`src/rtl/st42_pkg.sv`:
```
package st42_pkg;

    localparam int CNT_W      = 42;
    localparam int LO_W       = 32;
    localparam int HI_W       = CNT_W - LO_W;
    localparam int DATA_W     = 32;
    localparam int BUS_AW     = 5;
    localparam int WORD_AW    = BUS_AW - 2;
    localparam int COMMIT_CYC = 2;
    localparam int PEND_W     = $clog2(COMMIT_CYC + 1);

    // word index = byte address / 4
    localparam logic [WORD_AW-1:0] W_CNT_LO = 3'd0;
    localparam logic [WORD_AW-1:0] W_CNT_HI = 3'd1;
    localparam logic [WORD_AW-1:0] W_CAP_LO = 3'd2;
    localparam logic [WORD_AW-1:0] W_CAP_HI = 3'd3;
    localparam logic [WORD_AW-1:0] W_MAT_LO = 3'd4;
    localparam logic [WORD_AW-1:0] W_MAT_HI = 3'd5;
    localparam logic [WORD_AW-1:0] W_CTRL   = 3'd7;

    // control word bit positions
    localparam int CB_FLAG = 0;
    localparam int CB_ENA  = 1;
    localparam int CB_RDY  = 2;
    localparam int CB_DBG  = 3;

    typedef struct packed {
        logic [CNT_W-1:0] cnt;
    } cnt_st_t;

    typedef struct packed {
        logic [LO_W-1:0]   stage_lo;
        logic [HI_W-1:0]   stage_hi;
        logic [CNT_W-1:0]  cmp;
        logic [PEND_W-1:0] pend;
    } match_st_t;

    typedef struct packed {
        logic [CNT_W-1:0] cap;
    } cap_st_t;

    typedef struct packed {
        logic            flag;
        logic            ena;
        logic            dbg;
        logic [HI_W-1:0] shadow;
    } ctl_st_t;

endpackage

```
`src/rtl/st42_counter.sv`:
```
module st42_counter
    import st42_pkg::*;
(
    input  logic             clk,
    input  logic             rst_n,
    input  logic             run,
    output logic [CNT_W-1:0] cnt
);

    cnt_st_t st_d, st_q;

    always_comb begin
        st_d = st_q;
        if (run) begin
            st_d.cnt = st_q.cnt + 1'b1;   // wraps naturally at 2^CNT_W
        end
    end

    always_ff @(posedge clk or negedge rst_n) begin
        if (!rst_n) begin
            st_q <= '0;
        end else begin
            st_q <= st_d;
        end
    end

    assign cnt = st_q.cnt;

endmodule

```
`src/rtl/st42_match.sv`:
```
module st42_match
    import st42_pkg::*;
(
    input  logic              clk,
    input  logic              rst_n,
    input  logic              wr_lo,
    input  logic              wr_hi,
    input  logic [DATA_W-1:0] wdata,
    input  logic [CNT_W-1:0]  cnt,
    output logic [LO_W-1:0]   stage_lo,
    output logic [HI_W-1:0]   stage_hi,
    output logic [CNT_W-1:0]  cmp,
    output logic              ready,
    output logic              hit
);

    match_st_t st_d, st_q;

    assign ready = (st_q.pend == '0);

    always_comb begin
        st_d = st_q;
        if (wr_lo && ready) begin
            st_d.stage_lo = wdata[LO_W-1:0];
        end
        if (wr_hi && ready) begin
            st_d.stage_hi = wdata[HI_W-1:0];
            st_d.pend     = PEND_W'(COMMIT_CYC);
        end else if (!ready) begin
            st_d.pend = st_q.pend - 1'b1;
            if (st_q.pend == PEND_W'(1)) begin
                st_d.cmp = {st_q.stage_hi, st_q.stage_lo};
            end
        end
    end

    always_ff @(posedge clk or negedge rst_n) begin
        if (!rst_n) begin
            st_q <= '{stage_lo: '1, stage_hi: '1, cmp: '1, pend: '0};
        end else begin
            st_q <= st_d;
        end
    end

    assign stage_lo = st_q.stage_lo;
    assign stage_hi = st_q.stage_hi;
    assign cmp      = st_q.cmp;
    assign hit      = (cnt == st_q.cmp);

endmodule

```
`src/rtl/st42_capture.sv`:
```
module st42_capture
    import st42_pkg::*;
(
    input  logic             clk,
    input  logic             rst_n,
    input  logic             cap_evt,
    input  logic [CNT_W-1:0] cnt,
    output logic [CNT_W-1:0] cap
);

    cap_st_t st_d, st_q;

    always_comb begin
        st_d = st_q;
        if (cap_evt) begin
            st_d.cap = cnt;
        end
    end

    always_ff @(posedge clk or negedge rst_n) begin
        if (!rst_n) begin
            st_q <= '0;
        end else begin
            st_q <= st_d;
        end
    end

    assign cap = st_q.cap;

endmodule

```
`src/rtl/sys_timer42.sv`:
```
module sys_timer42
    import st42_pkg::*;
(
    input  logic              clk,
    input  logic              rst_n,
    input  logic              bus_rd,
    input  logic              bus_wr,
    input  logic [BUS_AW-1:0] bus_addr,
    input  logic [DATA_W-1:0] bus_wdata,
    output logic [DATA_W-1:0] bus_rdata,
    input  logic              capture_evt,
    input  logic              debug_halt,
    output logic              irq
);

    ctl_st_t st_d, st_q;

    logic [WORD_AW-1:0] word;
    logic               aligned;
    logic               wr_mat_lo, wr_mat_hi, wr_ctrl, rd_cnt_lo;
    logic               run;
    logic [CNT_W-1:0]   cnt_w, cmp_w, cap_w;
    logic [LO_W-1:0]    stg_lo_w;
    logic [HI_W-1:0]    stg_hi_w;
    logic               rdy_w, hit_w;
    logic [DATA_W-1:0]  ctrl_rd;

    assign word      = bus_addr[BUS_AW-1:2];
    assign aligned   = (bus_addr[1:0] == 2'b00);
    assign wr_mat_lo = bus_wr && aligned && (word == W_MAT_LO);
    assign wr_mat_hi = bus_wr && aligned && (word == W_MAT_HI);
    assign wr_ctrl   = bus_wr && aligned && (word == W_CTRL);
    assign rd_cnt_lo = bus_rd && aligned && (word == W_CNT_LO);
    assign run       = !(debug_halt && !st_q.dbg);

    st42_counter u_cnt (
        .clk   (clk),
        .rst_n (rst_n),
        .run   (run),
        .cnt   (cnt_w)
    );

    st42_match u_match (
        .clk      (clk),
        .rst_n    (rst_n),
        .wr_lo    (wr_mat_lo),
        .wr_hi    (wr_mat_hi),
        .wdata    (bus_wdata),
        .cnt      (cnt_w),
        .stage_lo (stg_lo_w),
        .stage_hi (stg_hi_w),
        .cmp      (cmp_w),
        .ready    (rdy_w),
        .hit      (hit_w)
    );

    st42_capture u_cap (
        .clk     (clk),
        .rst_n   (rst_n),
        .cap_evt (capture_evt),
        .cnt     (cnt_w),
        .cap     (cap_w)
    );

    always_comb begin
        st_d = st_q;
        if (rd_cnt_lo) begin
            st_d.shadow = cnt_w[CNT_W-1:LO_W];
        end
        if (wr_ctrl) begin
            st_d.ena = bus_wdata[CB_ENA];
            st_d.dbg = bus_wdata[CB_DBG];
            if (bus_wdata[CB_FLAG]) begin
                st_d.flag = 1'b0;
            end
        end
        if (hit_w) begin
            st_d.flag = 1'b1;   // set has priority over clear
        end
    end

    always_ff @(posedge clk or negedge rst_n) begin
        if (!rst_n) begin
            st_q <= '0;
        end else begin
            st_q <= st_d;
        end
    end

    always_comb begin
        ctrl_rd          = '0;
        ctrl_rd[CB_FLAG] = st_q.flag;
        ctrl_rd[CB_ENA]  = st_q.ena;
        ctrl_rd[CB_RDY]  = rdy_w;
        ctrl_rd[CB_DBG]  = st_q.dbg;
    end

    always_comb begin
        bus_rdata = '0;
        if (aligned) begin
            unique case (word)
                W_CNT_LO: bus_rdata = cnt_w[LO_W-1:0];
                W_CNT_HI: bus_rdata = DATA_W'(st_q.shadow);
                W_CAP_LO: bus_rdata = cap_w[LO_W-1:0];
                W_CAP_HI: bus_rdata = DATA_W'(cap_w[CNT_W-1:LO_W]);
                W_MAT_LO: bus_rdata = stg_lo_w;
                W_MAT_HI: bus_rdata = DATA_W'(stg_hi_w);
                W_CTRL:   bus_rdata = ctrl_rd;
                default:  bus_rdata = '0;
            endcase
        end
    end

    assign irq = st_q.flag && st_q.ena;

endmodule

```
`config.mk`:
```
export PLATFORM = sky130hd
export DESIGN_NAME = sys_timer42
export DESIGN_NICKNAME = d
export VERILOG_FILES = /design/src/rtl/st42_pkg.sv /design/src/rtl/st42_counter.sv /design/src/rtl/st42_match.sv /design/src/rtl/st42_capture.sv /design/src/rtl/sys_timer42.sv
export SDC_FILE = /design/constraint.sdc
export NUM_CORES = 1
export LEC_CHECK = 0
export ABC_AREA = 1
export BUFFER_PORTS_ARGS = -buffer_cell sky130_fd_sc_hd__buf_2
export CORE_UTILIZATION = 40
export CTS_BUF_LIST = sky130_fd_sc_hd__clkbuf_16
export CTS_CLUSTER_DIAMETER = 30
export DETAILED_ROUTE_END_ITERATION = 7
export GPL_ROUTABILITY_DRIVEN = 0
export MAX_ROUTING_LAYER = met4
export RECOVER_POWER = 100
export SYNTH_ARGS = -nofsm -noshare
export SYNTH_HDL_FRONTEND = slang
export SYNTH_SLANG_ARGS = --single-unit
```
`constraint.sdc`:
```
create_clock -name clk -period 1.3 [get_ports clk]
set_clock_uncertainty 0.1 [all_clocks]
set_input_delay 0.13 -clock clk [delete_from_list [all_inputs] [get_ports clk]]
set_output_delay 0.13 -clock clk [all_outputs]
set_load 0.03 [all_outputs]
```
==> results summary <==
The via density per instance came out at ~5.4. The die covers 0.0242 sq mm. The synthesized cell area is 0.00944 sq mm. The total routed wirelength came out at 40.6 mm. Across the run, the number of max-cap violations was 0.

The number of enable-type register cells in the synthesized netlist came out at 0. The floorplan has 55 rows. The share of total power dissipated in sequential elements is between 30% and 40%. The total count of max-transition violations in the final report is 0. For the worst setup path, the data required time is ~1.6 ns. The measured slew at the worst slew-check pin came out at 0.902 ns. The maximum level of the CTS H-tree came out at 4.

The via count of the first global-routing pass is about 10,000. The total number of clock tree sinks came out at 183. The average size of a mapped cell is 8.01 sq um. The later-pin clock latency in the skew report came out at 0.46 ns. The time the worst path needs with I/O delays and setup came out at ~1.9 ns. The maximum fanout encountered on the critical timing path is 4. The standard cell core area is 0.0229 sq mm. The sequential share of the synthesized area is 49.6%. When the netlist entered floorplanning its net count stood at 1,224. The synthesized design spends more area on one cell type than any other, namely sky130_fd_sc_hd__dfrtp_1. The final hold slack came out at 0.0637 ns. By startpoint and endpoint, the worst setup path is classified as flip-flop to flip-flop. The Yosys step of the flow raised 0 warnings. The share of the cycle needed by the critical path after routing is 144%. The portion of total power attributed to the clock network is between 20 and 25%. The x dimension of the die is 156 um.

The number of synthesized register bits came out at about 180. By instance count, the leading cell after synthesis is sky130_fd_sc_hd__nand2_1. The type of element capturing the critical path is a flip-flop. The total placed instance area is 0.0121 sq mm. For this design the static power due to leakage is about 8.0 nW. The number of buffers created by CTS is 17. Once layout is done, the placed cells without fillers occupy between 0.015 and 0.02 sq mm. The checks that failed: negative setup slack. The flow ran to the end, but the final reports show violations. In the synthesized netlist, the number of instances is 1,178. The iteration count of the initial detailed-routing pass came out at 5.

The number of antenna violations at the first check in global routing came out at 0. The power density over cell area is 1580 mW/mm^2. The top-area cell type share of the netlist area came out at 26.3%. The worst setup path is launched from a flip-flop.

The tightest min-delay check is of the input pin to flip-flop type. The combined global-route utilization of all metal layers is 31.9%. The total net switching power is between 9 and 10 mW. The layout overhead on the synthesized area is 74.3%. CTS placed an instance of sky130_fd_sc_hd__clkbuf_16 at the clock tree root. The count of endpoints failing hold in the final timing report is 0.

Entering global routing, the biggest net connects 85 pins. The most used flip-flop cell after synthesis is sky130_fd_sc_hd__dfrtp_1. The count of buffers from port buffering is 75. In this run, the number of DRC markers left after iteration 0 of detailed routing was 781. The ratio of cells with drive above 1 in the final layout came out at 58.6%. The commonest cells after synthesis are sky130_fd_sc_hd__nand2_1, sky130_fd_sc_hd__inv_1, sky130_fd_sc_hd__nor2_1.

By area the synthesized netlist is led by sky130_fd_sc_hd__dfrtp_1, sky130_fd_sc_hd__dfstp_2, sky130_fd_sc_hd__nand2_1. The top achievable clock speed came out at 534 MHz. The first global-routing pass estimated 56.2 mm of wire. The internal cell power is 16.6 mW. The initial core utilization came out at roughly two fifths.

The worst pin sits at a relative slew slack of 39.9%. The arrival time at the worst endpoint is around 2.2 ns. The peak ir drop on the vdd network came out at 0.000906 V. The die outline height is 156 um. The maximum root-to-sink buffer count is 2. Setup repair after global routing could not meet its margin everywhere. The register clock-pin slew on the reported worst setup and hold paths is 0.07 ns. The routed wire length per instance came out at 20.9 um. The DRC violation count after routing is 0. Of all flip-flops after synthesis, the portion carrying an async set or reset was 100%. The overall via count from detail_route came out at 10,400. The worst-case setup margin in the final layout is -0.573 ns. The number of failing setup endpoints in the final timing report came out at 174. After legalization and detailed placement, the total HPWL measured around 21 mm. Combinational logic burns between 40% and 50% of the power. The total congestion overflow after global routing came out at 0. The fill cell total of the finished layout is 1,453. The number of ports placed on the die boundary came out at 76.

The number of antenna diodes in the final layout is 0. The count of nets after finishing is 1,667. The sum of internal, switching and leakage power is 25.9 mW. The post-route setup TNS is -58.86 ns. Of the total power, the share spent switching nets is 35.7%. The number of routed nets with antenna violations came out at 0.

The CTS tree is built. The number of distinct library cells after synthesis is 37.
==> sequential cells by signal, summed over array words and instances (netlist names) <==
signal / flops
u_cap.cap: 42
u_cnt.cnt: 42
u_match.cmp: 42
u_match.stage_lo: 32
st_q: 10
u_match.stage_hi: 10
ctrl_rd: 3
u_match.st_q: 2
==> cell type report <==
cell class	instances	area, sq um	share of cell area (%)
repair buffers	475	4590	27.9
clock buffers	19	475	2.89
clock inverters	13	138	0.837
multi-input cells	770	5480	33.3
well taps	313	392	2.38
inverters	174	683	4.15
flip-flops and latches	183	4690	28.5
==> logic make-up after synthesis <==
kind of cell,Yosys count,share of synthesized area (%)
fa+ha+maj,3,0.398
buf+inv,225,9.44
xor+xnor,57,5.29
flops,183,49.6
compound gates,215,12.3
mux,5,0.597
simple gates,490,22.3
==> layer usage <==
layer | up-vias | wire [um] | GRT usage [%]
met4 | 0 | 2930 | 16.1
li1 | 4601 | - | -
met3 | 203 | 2840 | 3.89
met5 | - | 0 | -
met1 | 5094 | 14900 | 38.6
met2 | 545 | 20000 | 52.9
==> worst max-delay path, stage by stage (launching register included) <==
cell and delay [ns]:
sky130_fd_sc_hd__dfrtp_1 0.35, sky130_fd_sc_hd__clkbuf_1 0.24, sky130_fd_sc_hd__nand2_4 0.09, sky130_fd_sc_hd__nor2_4 0.19, sky130_fd_sc_hd__nand2_2 0.13, sky130_fd_sc_hd__nor2_4 0.16
sky130_fd_sc_hd__nand2_2 0.09, sky130_fd_sc_hd__o21ai_1 0.23, sky130_fd_sc_hd__nand2_1 0.13, sky130_fd_sc_hd__inv_1 0.09
==> power by group through the flow <==
stage | clock network [mW] | registers (mW) | logic [mW]
finish | 5.59 | 8.63 | 11.7
global route | 5.79 | 8.76 | 12.2
CTS | 5.53 | 8.51 | 10.2
detailed placement | 0 | 8.57 | 6.16
global placement | 0 | 8.53 | 6.01
floorplan | 0 | 8.29 | 3.49
==> worst paths after layout <==
check,slack [ns],endpoint,start,cells after the start
max in group asynchronous,0,u_match.stage_lo[12]$_DFFE_PN1P_,rst_n,3
worst min register to register,0.37,u_match.cmp[20]$_DFFE_PN1P_,u_match.stage_lo[20]$_DFFE_PN1P_,2
worst min-delay path,0.06,ctrl_rd[3]$_DFFE_PN0P_,bus_wr,5
worst max register to register,-0.57,u_cnt.cnt[29]$_DFFE_PN0N_,u_cnt.cnt[11]$_DFFE_PN0N_,9
min in group asynchronous,0.25,u_cap.cap[38]$_DFFE_PN0P_,rst_n,2
worst max-delay path,-0.57,u_cnt.cnt[29]$_DFFE_PN0N_,u_cnt.cnt[11]$_DFFE_PN0N_,9
==> metrics by stage <==
stage	instances	util, %	setup WS [ns]
2_1_floorplan	1178	-	-0.132
3_3_place_gp	1743	52.7	-0.416
3_5_place_dp	1743	52.7	-0.383
4_1_cts	1919	67.7	-0.511
5_1_grt	1947	71.8	-0.634
6_report	1947	71.8	-0.573
==> placed cells by master (no fill, tap or decap), types with 33 or more instances in the layout <==
| cell | instances |
|---|---|
| sky130_fd_sc_hd__a21oi_2 | 33 |
| sky130_fd_sc_hd__buf_2 | 41 |
| sky130_fd_sc_hd__buf_4 | 210 |
| sky130_fd_sc_hd__buf_6 | 110 |
| sky130_fd_sc_hd__dfrtp_1 | 92 |
| sky130_fd_sc_hd__dfstp_2 | 84 |
| sky130_fd_sc_hd__dlygate4sd3_1 | 33 |
| sky130_fd_sc_hd__inv_1 | 98 |
| sky130_fd_sc_hd__inv_2 | 64 |
| sky130_fd_sc_hd__nand2_1 | 200 |
| sky130_fd_sc_hd__nand2_2 | 62 |
| sky130_fd_sc_hd__nand2_4 | 44 |
| sky130_fd_sc_hd__nor2_1 | 58 |
| sky130_fd_sc_hd__nor2_4 | 36 |
| sky130_fd_sc_hd__o21ai_0 | 46 |
| sky130_fd_sc_hd__o21ai_1 | 38 |
==> timing repair <==
item	CTS	global route
gates resized for setup	381	290
hold buffers	33	0
setup buffers	93	43
cloned	21	2
hold endpoints to repair	168	0
setup endpoints to repair	154	160
pin swaps	129	112
Note: power is estimated with default switching activity, not from simulation.
